[config.mk]
export PLATFORM = sky130hd
export DESIGN_NAME = nand_cmd_seq
export DESIGN_NICKNAME = d
export VERILOG_FILES = /design/src/rtl/nand_seq_pkg.sv /design/src/rtl/nand_seq_ctrl.sv /design/src/rtl/nand_seq_dpath.sv /design/src/rtl/nand_cmd_seq.sv
export SDC_FILE = /design/constraint.sdc
export NUM_CORES = 1
export LEC_CHECK = 0
export BUFFER_PORTS_ARGS = -buffer_cell sky130_fd_sc_hd__buf_4
export CORE_ASPECT_RATIO = 0.6
export CORE_MARGIN = 2
export CORE_UTILIZATION = 60
export DETAILED_ROUTE_END_ITERATION = 8
export PLACE_DENSITY = 0.83
export SETUP_SLACK_MARGIN = 0.3
export SLEW_MARGIN = 10
export SYNTH_ARGS = -nofsm -noshare
export SYNTH_HDL_FRONTEND = slang
export SYNTH_HIERARCHICAL = 1
export SYNTH_SLANG_ARGS = --single-unit
export TNS_END_PERCENT = 20
[constraint.sdc]
create_clock -name clk -period 7.94 [get_ports clk]
set_input_delay 1.588 -clock clk [delete_from_list [all_inputs] [get_ports clk]]
set_output_delay 1.588 -clock clk [all_outputs]
set_load 0.02 [all_outputs]
[src/rtl/nand_seq_pkg.sv]
package nand_seq_pkg;
  localparam int ROW_BYTES   = 3;
  localparam int ROW_W       = 8 * ROW_BYTES;
  localparam int ROW_IDX_W   = $clog2(ROW_BYTES + 1);
  localparam int AREA_BYTES  = 256;
  localparam int SPARE_BYTES = 16;
  localparam int SPARE_BASE  = 2 * AREA_BYTES;
  localparam int COL_W       = $clog2(SPARE_BASE + SPARE_BYTES);
  localparam int SPARE_OFS_W = $clog2(SPARE_BYTES);

  localparam logic [7:0] CMD_PTR_A   = 8'h00;
  localparam logic [7:0] CMD_PTR_B   = 8'h01;
  localparam logic [7:0] CMD_PTR_C   = 8'h50;
  localparam logic [7:0] CMD_PG_SET  = 8'h80;
  localparam logic [7:0] CMD_PG_GO   = 8'h10;
  localparam logic [7:0] CMD_ER_SET  = 8'h60;
  localparam logic [7:0] CMD_ER_GO   = 8'hD0;
  localparam logic [7:0] CMD_IDENT   = 8'h90;
  localparam logic [7:0] CMD_STATUS  = 8'h70;
  localparam logic [7:0] CMD_RESET   = 8'hFF;

  typedef enum logic [1:0] {OP_NONE, OP_READ, OP_PROG, OP_ERASE} opKind_e;
  typedef enum logic [1:0] {AREA_A, AREA_B, AREA_C} area_e;
  typedef enum logic [1:0] {RD_NONE, RD_ID, RD_STATUS} rdMode_e;

  typedef struct packed {
    logic                 setPtr;
    area_e                ptrSel;
    logic                 latchCol;
    logic                 latchRow;
    logic [ROW_IDX_W-1:0] rowIdx;
    logic                 startRead;
    logic                 confirmProg;
    logic                 startErase;
    logic                 doReset;
    logic                 modeId;
    logic                 modeStatus;
  } seqStrobe_t;
endpackage

[src/rtl/nand_seq_ctrl.sv]
module nand_seq_ctrl
  import nand_seq_pkg::*;
(
  input  logic       clk,
  input  logic       rstN,
  input  logic       cle,
  input  logic       ale,
  input  logic       wrEn,
  input  logic [7:0] ioIn,
  input  logic       busy,
  output seqStrobe_t strb
);
  typedef enum logic [2:0] {
    S_IDLE, S_RD_ADDR, S_PG_ADDR, S_PG_DATA, S_ER_ADDR, S_ER_CONF, S_ID_ADDR, S_ID_OUT
  } seqState_e;

  seqState_e state, nState;
  logic [ROW_IDX_W-1:0] addrIdx, nIdx;

  always_ff @(posedge clk or negedge rstN) begin
    if (!rstN) begin
      state   <= S_IDLE;
      addrIdx <= '0;
    end else begin
      state   <= nState;
      addrIdx <= nIdx;
    end
  end

  always_comb begin
    strb   = '0;
    nState = state;
    nIdx   = addrIdx;
    if (wrEn && cle) begin
      if (ioIn == CMD_RESET) begin
        strb.doReset = 1'b1;
        nState = S_IDLE;
        nIdx   = '0;
      end else if (ioIn == CMD_STATUS) begin
        strb.modeStatus = 1'b1;
        nState = S_IDLE;
        nIdx   = '0;
      end else if (!busy) begin
        nState = S_IDLE;
        nIdx   = '0;
        case (ioIn)
          CMD_PTR_A: begin strb.setPtr = 1'b1; strb.ptrSel = AREA_A; nState = S_RD_ADDR; end
          CMD_PTR_B: begin strb.setPtr = 1'b1; strb.ptrSel = AREA_B; nState = S_RD_ADDR; end
          CMD_PTR_C: begin strb.setPtr = 1'b1; strb.ptrSel = AREA_C; nState = S_RD_ADDR; end
          CMD_PG_SET: nState = S_PG_ADDR;
          CMD_PG_GO:  strb.confirmProg = (state == S_PG_DATA);
          CMD_ER_SET: nState = S_ER_ADDR;
          CMD_ER_GO:  strb.startErase = (state == S_ER_CONF);
          CMD_IDENT:  nState = S_ID_ADDR;
          default: ;
        endcase
      end
    end else if (wrEn && ale && !busy) begin
      case (state)
        S_IDLE, S_RD_ADDR, S_PG_ADDR: begin
          if (addrIdx == '0) begin
            strb.latchCol = 1'b1;
          end else begin
            strb.latchRow = 1'b1;
            strb.rowIdx   = addrIdx - ROW_IDX_W'(1);
          end
          if (addrIdx == ROW_IDX_W'(ROW_BYTES)) begin
            nIdx = '0;
            if (state == S_PG_ADDR) begin
              nState = S_PG_DATA;
            end else begin
              strb.startRead = 1'b1;
              nState = S_IDLE;
            end
          end else begin
            nIdx = addrIdx + ROW_IDX_W'(1);
            if (state == S_IDLE) nState = S_RD_ADDR;
          end
        end
        S_ER_ADDR: begin
          strb.latchRow = 1'b1;
          strb.rowIdx   = addrIdx;
          if (addrIdx == ROW_IDX_W'(ROW_BYTES - 1)) begin
            nIdx   = '0;
            nState = S_ER_CONF;
          end else begin
            nIdx = addrIdx + ROW_IDX_W'(1);
          end
        end
        S_ID_ADDR: begin
          strb.modeId = 1'b1;
          nState = S_ID_OUT;
        end
        default: ;
      endcase
    end
  end

  AST_BUSY_HOLD: assert property (@(posedge clk) disable iff (!rstN)
    (busy && wrEn && !cle) |=> ($stable(state) && $stable(addrIdx)));
endmodule

[src/rtl/nand_seq_dpath.sv]
module nand_seq_dpath
  import nand_seq_pkg::*;
#(
  parameter int BUSY_READ     = 8,
  parameter int BUSY_PROG     = 20,
  parameter int BUSY_ERASE    = 30,
  parameter int BUSY_RESET    = 5,
  parameter int MAIN_PP_MAX   = 2,
  parameter int SPARE_PP_MAX  = 3,
  parameter int BLOCK_SHIFT   = 5,
  parameter logic [7:0] MAKER_ID  = 8'hEC,
  parameter logic [7:0] DEVICE_ID = 8'h76
) (
  input  logic             clk,
  input  logic             rstN,
  input  logic             rdEn,
  input  logic [7:0]       ioIn,
  input  seqStrobe_t       strb,
  output logic             opValid,
  output opKind_e          opKind,
  output logic [COL_W-1:0] startCol,
  output logic [ROW_W-1:0] rowAddr,
  output logic             busy,
  output logic [7:0]       ioOut
);
  localparam int MAX_A    = (BUSY_READ > BUSY_PROG) ? BUSY_READ : BUSY_PROG;
  localparam int MAX_B    = (BUSY_ERASE > BUSY_RESET) ? BUSY_ERASE : BUSY_RESET;
  localparam int MAX_BUSY = (MAX_A > MAX_B) ? MAX_A : MAX_B;
  localparam int TMR_W    = $clog2(MAX_BUSY + 1);
  localparam int PP_MAX   = (MAIN_PP_MAX > SPARE_PP_MAX) ? MAIN_PP_MAX : SPARE_PP_MAX;
  localparam int PP_W     = $clog2(PP_MAX + 1);

  area_e            ptrArea;
  rdMode_e          rdMode;
  logic             idIdx;
  logic [TMR_W-1:0] busyCnt;
  logic [ROW_W-1:0] trackRow;
  logic             trackValid;
  logic [PP_W-1:0]  mainCnt, spareCnt, curMain, curSpare;
  logic             failFlag, sameRow, sameBlock, isSpare, progOk, progGo;

  assign busy      = (busyCnt != '0);
  assign sameRow   = trackValid && (trackRow == rowAddr);
  assign sameBlock = trackValid && (trackRow[ROW_W-1:BLOCK_SHIFT] == rowAddr[ROW_W-1:BLOCK_SHIFT]);
  assign curMain   = sameRow ? mainCnt : '0;
  assign curSpare  = sameRow ? spareCnt : '0;
  assign isSpare   = (startCol >= COL_W'(SPARE_BASE));
  assign progOk    = isSpare ? (curSpare < PP_W'(SPARE_PP_MAX)) : (curMain < PP_W'(MAIN_PP_MAX));
  assign progGo    = strb.confirmProg && progOk;

  for (genvar g = 0; g < ROW_BYTES; g++) begin : g_row
    logic [7:0] byteQ;
    always_ff @(posedge clk or negedge rstN) begin
      if (!rstN) byteQ <= '0;
      else if (strb.latchRow && strb.rowIdx == ROW_IDX_W'(g)) byteQ <= ioIn;
    end
    assign rowAddr[8*g +: 8] = byteQ;
  end

  always_ff @(posedge clk or negedge rstN) begin
    if (!rstN) begin
      startCol <= '0;
      ptrArea  <= AREA_A;
    end else begin
      if (strb.latchCol) begin
        case (ptrArea)
          AREA_B:  startCol <= COL_W'(AREA_BYTES) + COL_W'(ioIn);
          AREA_C:  startCol <= COL_W'(SPARE_BASE) + COL_W'(ioIn[SPARE_OFS_W-1:0]);
          default: startCol <= COL_W'(ioIn);
        endcase
      end
      if (strb.doReset) ptrArea <= AREA_A;
      else if (strb.setPtr) ptrArea <= strb.ptrSel;
      else if ((strb.startRead || strb.confirmProg) && ptrArea == AREA_B) ptrArea <= AREA_A;
    end
  end

  always_ff @(posedge clk or negedge rstN) begin
    if (!rstN) begin
      busyCnt <= '0;
      opValid <= 1'b0;
      opKind  <= OP_NONE;
    end else begin
      opValid <= strb.startRead || progGo || strb.startErase;
      if (strb.doReset) busyCnt <= TMR_W'(BUSY_RESET);
      else if (strb.startRead) begin busyCnt <= TMR_W'(BUSY_READ); opKind <= OP_READ; end
      else if (progGo) begin busyCnt <= TMR_W'(BUSY_PROG); opKind <= OP_PROG; end
      else if (strb.startErase) begin busyCnt <= TMR_W'(BUSY_ERASE); opKind <= OP_ERASE; end
      else if (busy) busyCnt <= busyCnt - TMR_W'(1);
    end
  end

  always_ff @(posedge clk or negedge rstN) begin
    if (!rstN) begin
      trackRow   <= '0;
      trackValid <= 1'b0;
      mainCnt    <= '0;
      spareCnt   <= '0;
      failFlag   <= 1'b0;
    end else if (strb.doReset) begin
      failFlag <= 1'b0;
    end else if (strb.confirmProg) begin
      failFlag <= !progOk;
      if (progOk) begin
        trackRow   <= rowAddr;
        trackValid <= 1'b1;
        mainCnt    <= curMain + PP_W'(!isSpare);
        spareCnt   <= curSpare + PP_W'(isSpare);
      end
    end else if (strb.startErase && sameBlock) begin
      trackValid <= 1'b0;
      mainCnt    <= '0;
      spareCnt   <= '0;
    end
  end

  always_ff @(posedge clk or negedge rstN) begin
    if (!rstN) begin
      rdMode <= RD_NONE;
      idIdx  <= 1'b0;
      ioOut  <= '0;
    end else begin
      if (strb.doReset || strb.setPtr || strb.startRead) rdMode <= RD_NONE;
      else if (strb.modeId) begin rdMode <= RD_ID; idIdx <= 1'b0; end
      else if (strb.modeStatus) rdMode <= RD_STATUS;
      if (rdEn) begin
        case (rdMode)
          RD_ID: begin ioOut <= idIdx ? DEVICE_ID : MAKER_ID; idIdx <= 1'b1; end
          RD_STATUS: ioOut <= {1'b0, !busy, 5'b0, failFlag};
          default: ioOut <= '0;
        endcase
      end
    end
  end

  AST_OP_BUSY: assert property (@(posedge clk) disable iff (!rstN)
    opValid |-> busy);
  AST_PP_BOUND: assert property (@(posedge clk) disable iff (!rstN)
    (mainCnt <= PP_W'(MAIN_PP_MAX)) && (spareCnt <= PP_W'(SPARE_PP_MAX)));
  AST_PTR_REVERT: assert property (@(posedge clk) disable iff (!rstN)
    ($past(strb.startRead) && $past(ptrArea) == AREA_B) |-> (ptrArea == AREA_A));
  AST_RESET_STATE: assert property (@(posedge clk) disable iff (!rstN)
    $past(strb.doReset) |-> (busy && ptrArea == AREA_A));
endmodule

[src/rtl/nand_cmd_seq.sv]
module nand_cmd_seq
  import nand_seq_pkg::*;
#(
  parameter int BUSY_READ    = 8,
  parameter int BUSY_PROG    = 20,
  parameter int BUSY_ERASE   = 30,
  parameter int BUSY_RESET   = 5,
  parameter int MAIN_PP_MAX  = 2,
  parameter int SPARE_PP_MAX = 3,
  parameter int BLOCK_SHIFT  = 5,
  parameter logic [7:0] MAKER_ID  = 8'hEC,
  parameter logic [7:0] DEVICE_ID = 8'h76
) (
  input  logic             clk,
  input  logic             rstN,
  input  logic             cle,
  input  logic             ale,
  input  logic             wrEn,
  input  logic             rdEn,
  input  logic [7:0]       ioIn,
  output logic             opValid,
  output logic [1:0]       opKind,
  output logic [COL_W-1:0] startCol,
  output logic [ROW_W-1:0] rowAddr,
  output logic             busy,
  output logic [7:0]       ioOut
);
  seqStrobe_t strb;
  opKind_e    kindE;

  nand_seq_ctrl i_ctrl (
    .clk(clk), .rstN(rstN), .cle(cle), .ale(ale), .wrEn(wrEn),
    .ioIn(ioIn), .busy(busy), .strb(strb)
  );

  nand_seq_dpath #(
    .BUSY_READ(BUSY_READ), .BUSY_PROG(BUSY_PROG), .BUSY_ERASE(BUSY_ERASE),
    .BUSY_RESET(BUSY_RESET), .MAIN_PP_MAX(MAIN_PP_MAX), .SPARE_PP_MAX(SPARE_PP_MAX),
    .BLOCK_SHIFT(BLOCK_SHIFT), .MAKER_ID(MAKER_ID), .DEVICE_ID(DEVICE_ID)
  ) i_dpath (
    .clk(clk), .rstN(rstN), .rdEn(rdEn), .ioIn(ioIn), .strb(strb),
    .opValid(opValid), .opKind(kindE), .startCol(startCol), .rowAddr(rowAddr),
    .busy(busy), .ioOut(ioOut)
  );

  assign opKind = kindE;
endmodule

==> results by group, run 1 <==
Status
  – Status: finished, final reports clean

Worst setup path
  – Cells along the critical path: buf_4, or4_4, nand4bb_1, or2_1, nor4_2, nor2b_1, o41a_1, buf_4, mux2_1
  – Worst path slowest cell: nor4_2
  – Req. time, crit path: 8.16 ns
  – WP depth: 9
  – Worst r2r src: i_dpath/busyCnt[0]
  – CP Launch Type: input pin
  – CP Max Fanout: 21
  – R2r endpoint: i_dpath/trackRow[14]
  – Worst Setup SP: ioIn[1]
  – Most numerous cell on the critical path: buf_4
  – Worst EP arrival: 4.94 ns
  – FF-to-FF path depth: 13
  – Top cell family by delay on the critical path: simple AND/OR/NAND/NOR gates
  – CP endpoint kind: flip-flop
  – Setup CP Type: input pin to flip-flop
  – Worst path max stage delay: 0.74 ns
  – Buf+Inv Stages, Crit Path: 2
  – CP endpoint: i_dpath/trackRow[14]
  – Reg2Reg Setup Slack: 3.27 ns

Routing
  – # DRC: 0
  – Routed Antenna Nets: 0
  – Router iterations before antenna repair: 5
  – DRC marker count from the first detailed-route iteration: 275
  – Routed wire length per instance: 18.6 um
  – Vias/cell: 5.93
  – Total number of vias: 3,202
  – Routed WL: 10,100 um

Placement
  – I/O Buffers: 59
  – DP Wirelength: 7060 um
  – Placer Congestion: 0.993
  – Cells after DPL: 523
  – Post-DP Area: 0.00489 mm^2

Finish
  – Fillers: 500
  – Post-layout util: 72.9%
  – N_diodes: 0
  – P&R area growth vs syn: 19.5%
  – Non-filler cells, final: 540
  – Nets: 469
  – Area of the multi-input gates: 0.00205 mm^2
  – Share of layout cells above drive strength 1: 27.2%
  – Final instance area: 0.00523 mm^2
  – Register area: 0.00218 mm^2

Pwr
  – Total power: 1.38 mW
  – Psw: 449 uW
  – Sw Ratio: 32.4%
  – Comb power frac: 28.1%
  – Flop pwr share: 40.6%
  – Clk pwr share: 31.3%
  – Cell Int Power: 935 uW
  – Pwr dens: 265 mW/mm^2
  – Max VDD drop: 0.182 mV
  – LEAKAGE: 2.66 nW

Synthesis
  – Complex-gate fraction of the synthesized area: 9.09%
  – Mean Syn Cell Area: 11.4 um^2
  – Total number of yosys warnings: 6
  – Largest area contributor in the netlist: dfrtp_1
  – Synth Area in XOR/XNOR: 5.80%
  – Cell variety after synth: 52
  – Synth Area in Adders: 3.15%
  – Net Count, Synth: 409
  – Seq/Total Area, Yosys: 49.8%
  – Cell area after synthesis: 0.00438 mm^2
  – Synth Instances: 384
  – Synth Flop Type: dfrtp_1
  – Mux cell area share after synthesis: 15.3%
  – Post-synth ARST share: 100%
  – Largest cells by area after synthesis: dfrtp_1 (50%), mux2_2 (8.0%), mux2_1 (6.4%), xor2_1 (5.0%), ha_1 (3.1%)
  – Synth Area in Simple Gates: 13.4%
  – Yosys reg bits: 87
  – Area share of the largest cell type after synthesis: 49.8%
  – Largest family of logic cells by synthesized area: multiplexers
  – Post-synth EDFFs: 0

Global route
  – First-pass GRT wire length: 16,200 um
  – Gr ovfl total: 0
  – Largest net degree at the start of global routing: 88
  – Initial antenna violation count: 0
  – Vias in the first global route: 3,139
  – Total track usage: 26.8%

CTS
  – Clock Pin Slew Worst Setup and Hold Paths: 0.06 ns
  – Post-CTS setup buffers: 0
  – CTS root buf: clkbuf_16
  – # H-tree levels: 3
  – Cts hold-fix bufs: 0
  – Max Root-Sink Buffers: 2
  – Worst skew pair latency: 0.34 ns
  – CTS tree: built
  – Num CTS Buffers: 9
  – Sink Count: 87
  – Post_cts resized: 0

Floorplan
  – Die Ht: 70.1 um
  – Row count: 24
  – Die area: 0.00801 mm^2
  – Core Area: 0.00718 mm^2
  – Initial core utilization: 61.0%
  – I/O pin count: 60
  – Die width: 114 um

Hold path
  – Hold Path Class: flip-flop to flip-flop

Timing
  – Worst Skew: 0.00621 ns
  – Aggregate negative setup slack: 0 ns
  – Final Cycle Share: 59.5%
  – Setup violators final: 0
  – Unrepaired setup endpoints after global routing: false
  – Fmax: 212 MHz
  – Final Max Tran Viols: 0
  – Max_slew headroom: 18.1%
  – Final Hold Vio Count: 0
  – Post-layout min period: 4.72 ns
  – Worst slew pin tran: 1.22 ns

Job
  – Max-Cap Viols: 0
==> sequential cells by signal, summed over array words and instances (netlist names), 3 cells and up <==
name / cells
i_ctrl/state: 3
i_dpath/startCol: 10
i_dpath/g_row.byteQ: 24
i_dpath/busyCnt: 5
i_dpath/ioOut: 5
i_dpath/trackRow: 24
==> area by class of cell <==
cell class	count	share of cell area, %
Sequential cell	87	41.6
Multi-Input combinational cell	260	39.2
Timing Repair Buffer	63	9.43
Clock buffer	11	4.83
Tap cell	91	2.18
Inverter	23	1.65
Clock inverter	5	1.08
==> synth_stat cells (4+ instances only) <==
master    instances
a21oi_1          11
and2_1            4
clkbuf_1          8
dfrtp_1          87
ha_1             11
inv_1            23
mux2_1           25
mux2_2           31
mux2i_1           4
nand2_1          21
nand2b_1          6
nand3b_1          5
nor2_1           24
nor3_1            9
nor3b_1           4
nor4_1            6
nor4_2            4
o21ai_0          11
o22ai_1           9
xnor2_1           4
xor2_1           25
==> stage by stage <==
stage,worst slack (ns),hold slack [ns]
2_1_floorplan,3.88,0.473
3_3_place_gp,3.00,0.488
3_5_place_dp,2.87,0.496
4_1_cts,3.22,0.509
5_1_grt,2.97,0.514
6_report,3.22,0.506
==> logic make-up after synthesis <==
group	after synthesis
and+or+nand+nor	103
muxes	60
DFF	87
buffers and inverters	37
xor gates and xnor gates	29
adders and majority gates	11
AOI/OAI and AO/OA	57
==> cells in the final DEF (no fill, tap or decap), drive strengths merged, types with 3 or more instances in the layout <==
cell type  count
a22o           3
a21oi         12
o21ai         11
o31ai          3
clkbuf        11
mux2          56
ha            11
xor2          25
nor2          24
o22ai          9
inv           23
buf           63
dfrtp         87
nand2b         6
nor2b          3
nor4          10
a31o           3
nor3b          4
nand2         21
xnor2          4
nand3b         5
and2           4
mux2i          4
nor3           9
clkinv         3
nand3          4
==> power groups by stage <==
stage	Sequential (mW)	Clock (mW)	Combinational, mW
after floorplan	0.599	0	0.214
after global placement	0.565	0	0.369
after detailed placement	0.569	0	0.382
after CTS	0.562	0.442	0.386
after global routing	0.570	0.456	0.419
final	0.563	0.433	0.389
==> metal layers <==
metal	wire length (um)	vias to the layer above	track usage [%]	share of wire, %
met3	574	4	7.38	5.7
met1	4790	1609	39.2	48
li1	-	1490	-	-
met5	0	-	0	0
met4	40	0	6.23	0.40
met2	4650	99	40.1	46
==> worst min-delay path by stage <==
stage	startpoint	to	slack, ns	cells after the start
floorplan	i_dpath/trackValid	i_dpath/trackValid	0.47	2
global placement	i_dpath/trackRow[7]	i_dpath/trackRow[7]	0.49	1
detailed placement	i_dpath/trackRow[3]	i_dpath/trackRow[3]	0.50	1
CTS	i_dpath/trackRow[3]	i_dpath/trackRow[3]	0.51	1
global route	i_dpath/trackRow[3]	i_dpath/trackRow[3]	0.51	1
finish	i_dpath/trackRow[9]	i_dpath/trackRow[9]	0.51	1
Note: power is estimated with default switching activity, not from simulation.
==> inputs of run 2 (changes only) <==
--- a/config.mk
+++ b/config.mk
@@ -5,12 +5,13 @@
 export SDC_FILE = /design/constraint.sdc
 export NUM_CORES = 1
 export LEC_CHECK = 0
+export ABC_AREA = 1
 export BUFFER_PORTS_ARGS = -buffer_cell sky130_fd_sc_hd__buf_4
 export CORE_ASPECT_RATIO = 0.6
 export CORE_MARGIN = 2
-export CORE_UTILIZATION = 60
+export CORE_UTILIZATION = 53
 export DETAILED_ROUTE_END_ITERATION = 8
-export PLACE_DENSITY = 0.83
+export PLACE_DENSITY = 0.77
 export SETUP_SLACK_MARGIN = 0.3
 export SLEW_MARGIN = 10
 export SYNTH_ARGS = -nofsm -noshare
==> constraint.sdc (replaced) <==
create_clock -name clk -period 4.09 [get_ports clk]
set_input_delay 0.818 -clock clk [delete_from_list [all_inputs] [get_ports clk]]
set_output_delay 0.818 -clock clk [all_outputs]
set_load 0.02 [all_outputs]
==> run 2 against run 1 <==
Compared with the run above: synthesized area rose by 7.4%; clock power grew 120%; register-to-register slack worse by 2.4 ns; sequential cell count unchanged; clock skew is 0.0015 ns higher; cell area increased by 5.9%; synthesized cell count up 65%; combinational power is 81% higher; global-route usage fell by 1.3 points; die area up 21%; critical path type is now flip-flop to flip-flop; critical endpoint is now i_dpath/trackValid; highest routed layer unchanged.
==> results by group, run 2 <==
Worst setup path
  – CP Launch Type: flip-flop (was input pin)
  – CP endpoint kind: flip-flop (unchanged)
  – CP Max Fanout: 6 (was 21)
  – Worst EP arrival: 3.44 ns (was 4.94 ns)
  – Req. time, crit path: 4.30 ns (was 8.16 ns)
  – Setup CP Type: flip-flop to flip-flop (was input pin to flip-flop)

Synthesis
  – Largest cells by area after synthesis: dfrtp_1 (46%), nand2_1 (16%), inv_1 (7.3%), o21ai_0 (5.9%), nor2_1 (4.4%) (was dfrtp_1 (50%), mux2_2 (8.0%), mux2_1 (6.4%), xor2_1 (5.0%), ha_1 (3.1%))
  – Synth Area in Adders: 2.93% (was 3.15%)
  – Largest family of logic cells by synthesized area: simple AND/OR/NAND/NOR gates (was multiplexers)
  – Cell area after synthesis: 0.00470 mm^2 (was 0.00438 mm^2)
  – Yosys reg bits: 87 (unchanged)
  – Mux cell area share after synthesis: 0.240% (was 15.3%)
  – Synth Area in Simple Gates: 29.1% (was 13.4%)
  – Area share of the largest cell type after synthesis: 46.3% (was 49.8%)
  – Synth Instances: 634 (was 384)
  – Most common cell in the netlist: nand2_1 (was dfrtp_1)
  – Net Count, Synth: 659 (was 409)
  – Complex-gate fraction of the synthesized area: 9.13% (was 9.09%)
  – Total number of yosys warnings: 6 (unchanged)
  – Cell variety after synth: 33 (was 52)
  – Most instantiated cells after synthesis: nand2_1 (206), inv_1 (92), dfrtp_1 (87), nor2_1 (55), o21ai_0 (55) (was dfrtp_1 (87), mux2_2 (31), mux2_1 (25), xor2_1 (25), nor2_1 (24))
  – Post-synth EDFFs: 0 (unchanged)
  – Largest area contributor in the netlist: dfrtp_1 (unchanged)
  – Synth Flop Type: dfrtp_1 (unchanged)
  – Synth Area in XOR/XNOR: 1.86% (was 5.80%)
  – Post-synth ARST share: 100% (unchanged)
  – Mean Syn Cell Area: 7.41 um^2 (was 11.4 um^2)
  – Seq/Total Area, Yosys: 46.3% (was 49.8%)

Routing
  – Total number of vias: 4,285 (was 3,202)
  – Routed Antenna Nets: 0 (unchanged)
  – DRC marker count from the first detailed-route iteration: 481 (was 275)
  – Vias/cell: 5.34 (was 5.93)
  – Routed WL: 11,800 um (was 10,100 um)
  – Routed wire length per instance: 14.8 um (was 18.6 um)
  – Router iterations before antenna repair: 6 (was 5)
  – # DRC: 0 (unchanged)

Timing
  – Worst Skew: 0.00772 ns (was 0.00621 ns)
  – Unrepaired setup endpoints after global routing: false (unchanged)
  – Post-layout min period: 3.23 ns
  – Worst slew pin tran: 1.13 ns (was 1.22 ns)
  – Aggregate negative setup slack: 0 ns (unchanged)
  – Final Cycle Share: 79.0%
  – Setup violators final: 0 (unchanged)
  – Fmax: 309 MHz
  – Final Max Tran Viols: 0 (unchanged)
  – Max_slew headroom: 23.6% (was 18.1%)
  – Final Hold Vio Count: 0 (unchanged)

Floorplan
  – Die width: 126 um (was 114 um)
  – Initial core utilization: 54.9% (was 61.0%)
  – I/O pin count: 60 (unchanged)
  – Core Area: 0.00856 mm^2 (was 0.00718 mm^2)
  – Die Ht: 77.0 um (was 70.1 um)
  – Die area: 0.00966 mm^2 (was 0.00801 mm^2)
  – Row count: 26 (was 24)

Pwr
  – Max VDD drop: 0.488 mV (was 0.182 mV)
  – Total power: 2.77 mW (was 1.38 mW)
  – Pwr dens: 501 mW/mm^2 (was 265 mW/mm^2)
  – LEAKAGE: 2.89 nW (was 2.66 nW)

Placement
  – DP Wirelength: 8800 um (was 7060 um)
  – Post-DP Area: 0.00518 mm^2 (was 0.00489 mm^2)
  – Placer Congestion: 0.954 (was 0.993)
  – I/O Buffers: 59 (unchanged)

Status
  – Status: finished, final reports clean (unchanged)

Finish
  – Commonest non-fill, non-tap cell in the layout: nand2_1 (was dfrtp_1)
  – Top Registers: i_dpath/g_row.byteQ x24, i_dpath/trackRow x24, i_dpath/startCol x10 (unchanged)
  – P&R area growth vs syn: 17.8% (was 19.5%)
  – Most frequent cells in the layout: nand2_1 (206), inv_1 (92), dfrtp_1 (87) (was dfrtp_1 (87), buf_4 (62), mux2_2 (31))
  – Final instance area: 0.00554 mm^2 (was 0.00523 mm^2)
  – N_diodes: 0 (unchanged)
  – Nets: 711 (was 469)
  – Post-layout util: 64.7% (was 72.9%)
  – Share of layout cells above drive strength 1: 14.6% (was 27.2%)

CTS
  – Worst skew pair latency: 0.34 ns (about the same)
  – Post_cts resized: 0 (unchanged)
  – CTS root buf: clkbuf_16 (unchanged)
  – Num CTS Buffers: 9 (unchanged)
  – # H-tree levels: 3 (unchanged)
  – Clock Pin Slew Worst Setup and Hold Paths: 0.06 ns (about the same)
  – CTS tree: built (unchanged)
  – Post-CTS setup buffers: 0 (unchanged)
  – Cts hold-fix bufs: 0 (unchanged)
  – Sink Count: 87 (unchanged)
  – Max Root-Sink Buffers: 2 (unchanged)

Global route
  – Largest net degree at the start of global routing: 88 (unchanged)
  – Initial antenna violation count: 0 (unchanged)
  – Gr ovfl total: 0 (unchanged)
  – Vias in the first global route: 3,942 (was 3,139)
  – Total track usage: 25.5% (was 26.8%)
  – First-pass GRT wire length: 19,500 um (was 16,200 um)

Job
  – Max-Cap Viols: 0 (unchanged)

Hold path
  – Hold Path Class: flip-flop to flip-flop (unchanged)
-- run 2: path summary, 6_finish.rpt --
| path | start | endpoint | slack [ns] | cells past startpoint |
|---|---|---|---|---|
| setup / recovery | i_dpath/busyCnt[0] | i_dpath/trackValid | 0.86 | 12 |
| hold / removal | i_dpath/opKind[1] | i_dpath/opKind[1] | 0.49 | 2 |
| setup reg to reg | i_dpath/busyCnt[0] | i_dpath/trackValid | 0.86 | 12 |
| hold reg to reg | i_dpath/opKind[1] | i_dpath/opKind[1] | 0.49 | 2 |
| max in group asynchronous | rstN | i_dpath/startCol[8] | 2.72 | 1 |
| min in group asynchronous | rstN | i_dpath/trackRow[2] | 0.65 | 1 |
-- run 2: routing by layer --
| metal | track usage, % | share of wire, % | up-vias |
|---|---|---|---|
| li1 | - | - | 2070 |
| met1 | 39.3 | 48 | 2012 |
| met2 | 35.2 | 41 | 186 |
| met3 | 6.84 | 9.8 | 17 |
| met4 | 6.44 | 1.1 | 0 |
| met5 | 0 | 0 | - |
-- run 2: final cells by class --
class                      instances  area, um^2
fill                             725        3020
sequential                        87        2180
tap                              112         140
inverter                          98         368
clock buffer                      10         239
clock inverter                     6         115
timing repair buffer              61         458
multi-input combinational        429        2040
-- run 2: worst max-delay path, stage by stage, from the launching register on --
cell and delay [ns]:
dfrtp_1 0.37, inv_1 0.11, ha_1 0.21, nand2_1 0.08, or2_2 0.35, inv_1 0.15
nand2_1 0.07, nor4_1 0.95, nand4_1 0.19, nor2_1 0.14, nand4_1 0.25, nand3_1 0.18
nand2_1 0.06
-- run 2: cell families (layout without fill, tap and decap cells) --
logic type	after synthesis	after routing
AND/OR/NAND/NOR	324	324
buffers and inverters	118	175
flip-flops	87	87
AO/OA/AOI/OAI	83	83
adder cells (fa/ha/maj)	11	11
XOR/XNOR	10	10
multiplexers	1	1
-- run 2: per-stage QoR --
step,std cells,hold WS (ns),setup WS (ns)
after floorplan,634,0.458,1.50
after CTS,803,0.491,0.943
after global placement,787,0.472,0.882
final,803,0.491,0.857
after global routing,803,0.507,0.649
after detailed placement,787,0.475,0.870
-- run 2: power by group --
part           leakage (nW)  total (mW)  internal (mW)  switching, mW
clock                 0.170       0.966          0.618          0.348
combinational          1.57       0.705          0.281          0.424
sequential             1.15        1.10          0.982          0.119
==> inputs of run 3 (changes only) <==
--- a/config.mk
+++ b/config.mk
@@ -5,13 +5,13 @@
 export SDC_FILE = /design/constraint.sdc
 export NUM_CORES = 1
 export LEC_CHECK = 0
-export ABC_AREA = 1
+export ABC_AREA = 0
 export BUFFER_PORTS_ARGS = -buffer_cell sky130_fd_sc_hd__buf_4
 export CORE_ASPECT_RATIO = 0.6
 export CORE_MARGIN = 2
-export CORE_UTILIZATION = 53
+export CORE_UTILIZATION = 52
 export DETAILED_ROUTE_END_ITERATION = 8
-export PLACE_DENSITY = 0.77
+export PLACE_DENSITY = 0.76
 export SETUP_SLACK_MARGIN = 0.3
 export SLEW_MARGIN = 10
 export SYNTH_ARGS = -nofsm -noshare
==> constraint.sdc (replaced) <==
create_clock -name clk -period 2.91 [get_ports clk]
set_input_delay 0.582 -clock clk [delete_from_list [all_inputs] [get_ports clk]]
set_output_delay 0.582 -clock clk [all_outputs]
set_load 0.02 [all_outputs]
==> run 3 against run 2 <==
Compared with the run above: the run now ends with negative setup slack left; non-clock buffer count increased by 48; largest power group unchanged; critical endpoint is now i_dpath/trackRow[1]; critical path type unchanged; sequential share of layout area down 3.0 points; combinational power rose by 74%.
==> results by group, run 3 (synthesized netlist as in run 1, its figures left out) <==
Routing
  – Routed wire length per instance: 20.3 um (was 14.8 um)
  – # DRC: 0 (unchanged)
  – Routed WL: 12,200 um (was 11,800 um)
  – DRC marker count from the first detailed-route iteration: 457 (was 481)
  – Router iterations before antenna repair: 5 (was 6)
  – Vias/cell: 5.91 (was 5.34)
  – Routed Antenna Nets: 0 (unchanged)
  – Total number of vias: 3,564 (was 4,285)

Hold path
  – Hold Path Class: input pin to async pin (was flip-flop to flip-flop)

Timing
  – Worst hold slack: 0.217 ns (was 0.491 ns)
  – Final WS setup: -0.234 ns (was 0.857 ns)
  – Worst slew pin tran: 0.529 ns (was 1.13 ns)
  – Worst Skew: 0.00525 ns (was 0.00772 ns)
  – Post-layout min period: 3.14 ns (was 3.23 ns)
  – Fmax: 318 MHz (was 309 MHz)
  – Unrepaired setup endpoints after global routing: true (was false)
  – Final Max Tran Viols: 0 (unchanged)
  – Setup violators final: 30 (was 0)
  – Max_slew headroom: 64.7% (was 23.6%)
  – Final Cycle Share: 108% (was 79.0%)
  – Aggregate negative setup slack: -5.57 ns (was 0 ns)
  – Final Hold Vio Count: 0 (unchanged)

Placement
  – Placer Congestion: 0.881 (was 0.954)
  – I/O Buffers: 59 (unchanged)
  – Post-DP Area: 0.00513 mm^2 (was 0.00518 mm^2)
  – DP Wirelength: 7450 um (was 8800 um)

Floorplan
  – I/O pin count: 60 (unchanged)
  – Row count: 25 (was 26)
  – Initial core utilization: 54.6% (was 54.9%)
  – Die width: 122 um (was 126 um)
  – Die area: 0.00919 mm^2 (was 0.00966 mm^2)
  – Die Ht: 75.1 um (was 77.0 um)
  – Core Area: 0.00801 mm^2 (was 0.00856 mm^2)

Worst setup path
  – Req. time, crit path: 3.14 ns (was 4.30 ns)
  – Worst path max stage delay: 0.40 ns (was 0.95 ns)
  – Worst r2r src: i_dpath/busyCnt[1] (was i_dpath/busyCnt[0])
  – Worst path slowest cell: or3b_4 (was nor4_1)
  – Reg2Reg Setup Slack: -0.23 ns (was 0.86 ns)
  – CP endpoint kind: flip-flop (unchanged)
  – Cells along the critical path: inv_1, ha_2, or3b_4, nor2_4, inv_4, nor2_4, nand4bb_1, or2_1, nor4_2, nor2b_2, o41a_1, buf_6, buf_6, buf_12, mux2_4 (was inv_1, ha_1, nand2_1, or2_2, inv_1, nand2_1, nor4_1, nand4_1, nor2_1, nand4_1, nand3_1, nand2_1)
  – Setup CP Type: flip-flop to flip-flop (unchanged)
  – Worst EP arrival: 3.37 ns (was 3.44 ns)
  – CP Max Fanout: 7 (was 6)
  – R2r endpoint: i_dpath/trackRow[1] (was i_dpath/trackValid)
  – CP Launch Type: flip-flop (unchanged)
  – FF-to-FF path depth: 15 (was 12)

Finish
  – Share of layout cells above drive strength 1: 43.4% (was 14.6%)
  – Top Registers: i_dpath/g_row.byteQ x24, i_dpath/trackRow x24, i_dpath/startCol x10 (unchanged)
  – Post-layout util: 74.8% (was 64.7%)
  – Final instance area: 0.00599 mm^2 (was 0.00554 mm^2)
  – Commonest non-fill, non-tap cell in the layout: dfrtp_1 (was nand2_1)
  – N_diodes: 0 (unchanged)
  – Area of the multi-input gates: 0.00229 mm^2 (was 0.00204 mm^2)
  – Register area: 0.00218 mm^2 (unchanged)
  – P&R area growth vs syn: 36.9% (was 17.8%)
  – Fillers: 517 (was 725)
  – Nets: 515 (was 711)
  – Most frequent cells in the layout: dfrtp_1 (87), buf_4 (85), mux2_2 (30) (was nand2_1 (206), inv_1 (92), dfrtp_1 (87))

Status
  – Status: finished with violations (was finished, final reports clean)
  – Failing checks: negative setup slack

Global route
  – Gr ovfl total: 0 (unchanged)
  – Largest net degree at the start of global routing: 49 (was 88)
  – Vias in the first global route: 3,523 (was 3,942)
  – First-pass GRT wire length: 18,800 um (was 19,500 um)
  – Total track usage: 27.9% (was 25.5%)
  – Initial antenna violation count: 0 (unchanged)

Pwr
  – Total power: 3.96 mW (was 2.77 mW)
  – LEAKAGE: 2.95 nW (was 2.89 nW)
  – Pwr dens: 660 mW/mm^2 (was 501 mW/mm^2)
  – Max VDD drop: 0.557 mV (was 0.488 mV)

CTS
  – Max Root-Sink Buffers: 2 (unchanged)
  – Worst skew pair latency: 0.35 ns (was 0.34 ns)
  – Clock Pin Slew Worst Setup and Hold Paths: 0.06 ns (about the same)
  – Cts hold-fix bufs: 0 (unchanged)
  – CTS root buf: clkbuf_16 (unchanged)
  – Num CTS Buffers: 9 (unchanged)
  – Sink Count: 87 (unchanged)
  – CTS tree: built (unchanged)
  – # H-tree levels: 3 (unchanged)

Job
  – Max-Cap Viols: 0 (unchanged)
==> run 3: layout make-up <==
class	instances	share of cell area (%)
well taps	108	2.26
flip-flops and latches	87	36.4
inverters	23	1.48
clock inverters	6	1.15
repair buffers	109	16.5
multi-input cells	260	38.3
clock buffers	10	3.99
==> run 3: stage by stage <==
stage	std cells	worst slack, ns
6_report	603	-0.234
4_1_cts	600	-0.0548
2_1_floorplan	384	-0.196
5_1_grt	603	-0.335
3_3_place_gp	563	-0.0882
3_5_place_dp	563	-0.223
==> run 3: report_power, final <==
group          switching [mW]  internal [mW]  leakage, nW
clock                   0.488          0.692        0.143
sequential              0.172           1.37         1.15
combinational           0.681          0.551         1.66
==> run 3: per-layer routing <==
metal	vias up	part of all wire, %	global-route usage (%)
met5	-	0	0
met3	36	9.1	7.58
met2	193	46	44.6
met1	1758	42	37.7
met4	0	2.3	8.94
li1	1577	-	-
==> run 3: how the worst max path moves through the flow <==
| stage | startpoint | to |
|---|---|---|
| floorplan | i_dpath/busyCnt[0] | i_dpath/trackRow[0] |
| global placement | ioIn[1] | i_dpath/trackRow[23] |
| detailed placement | ioIn[1] | i_dpath/mainCnt[0] |
| CTS | i_dpath/busyCnt[0] | i_dpath/mainCnt[1] |
| global route | i_dpath/busyCnt[1] | i_dpath/trackRow[20] |
| finish | i_dpath/busyCnt[1] | i_dpath/trackRow[1] |
==> run 3: repair_timing <==
item,CTS,global route
setup endpoints to repair,67,69
cloned,3,0
resized for setup,45,32
buffers inserted,18,3
pin swaps,6,8
==> run 3: critical path, delay by kind of cell (launching register included) <==
| kind | cells | cell delay (ns) |
|---|---|---|
| mux | 1 | 0.31 |
| simple gates | 7 | 1.47 |
| flops | 1 | 0.37 |
| compound gates | 1 | 0.18 |
| buf+inv | 5 | 0.51 |
| fa+ha+maj | 1 | 0.17 |
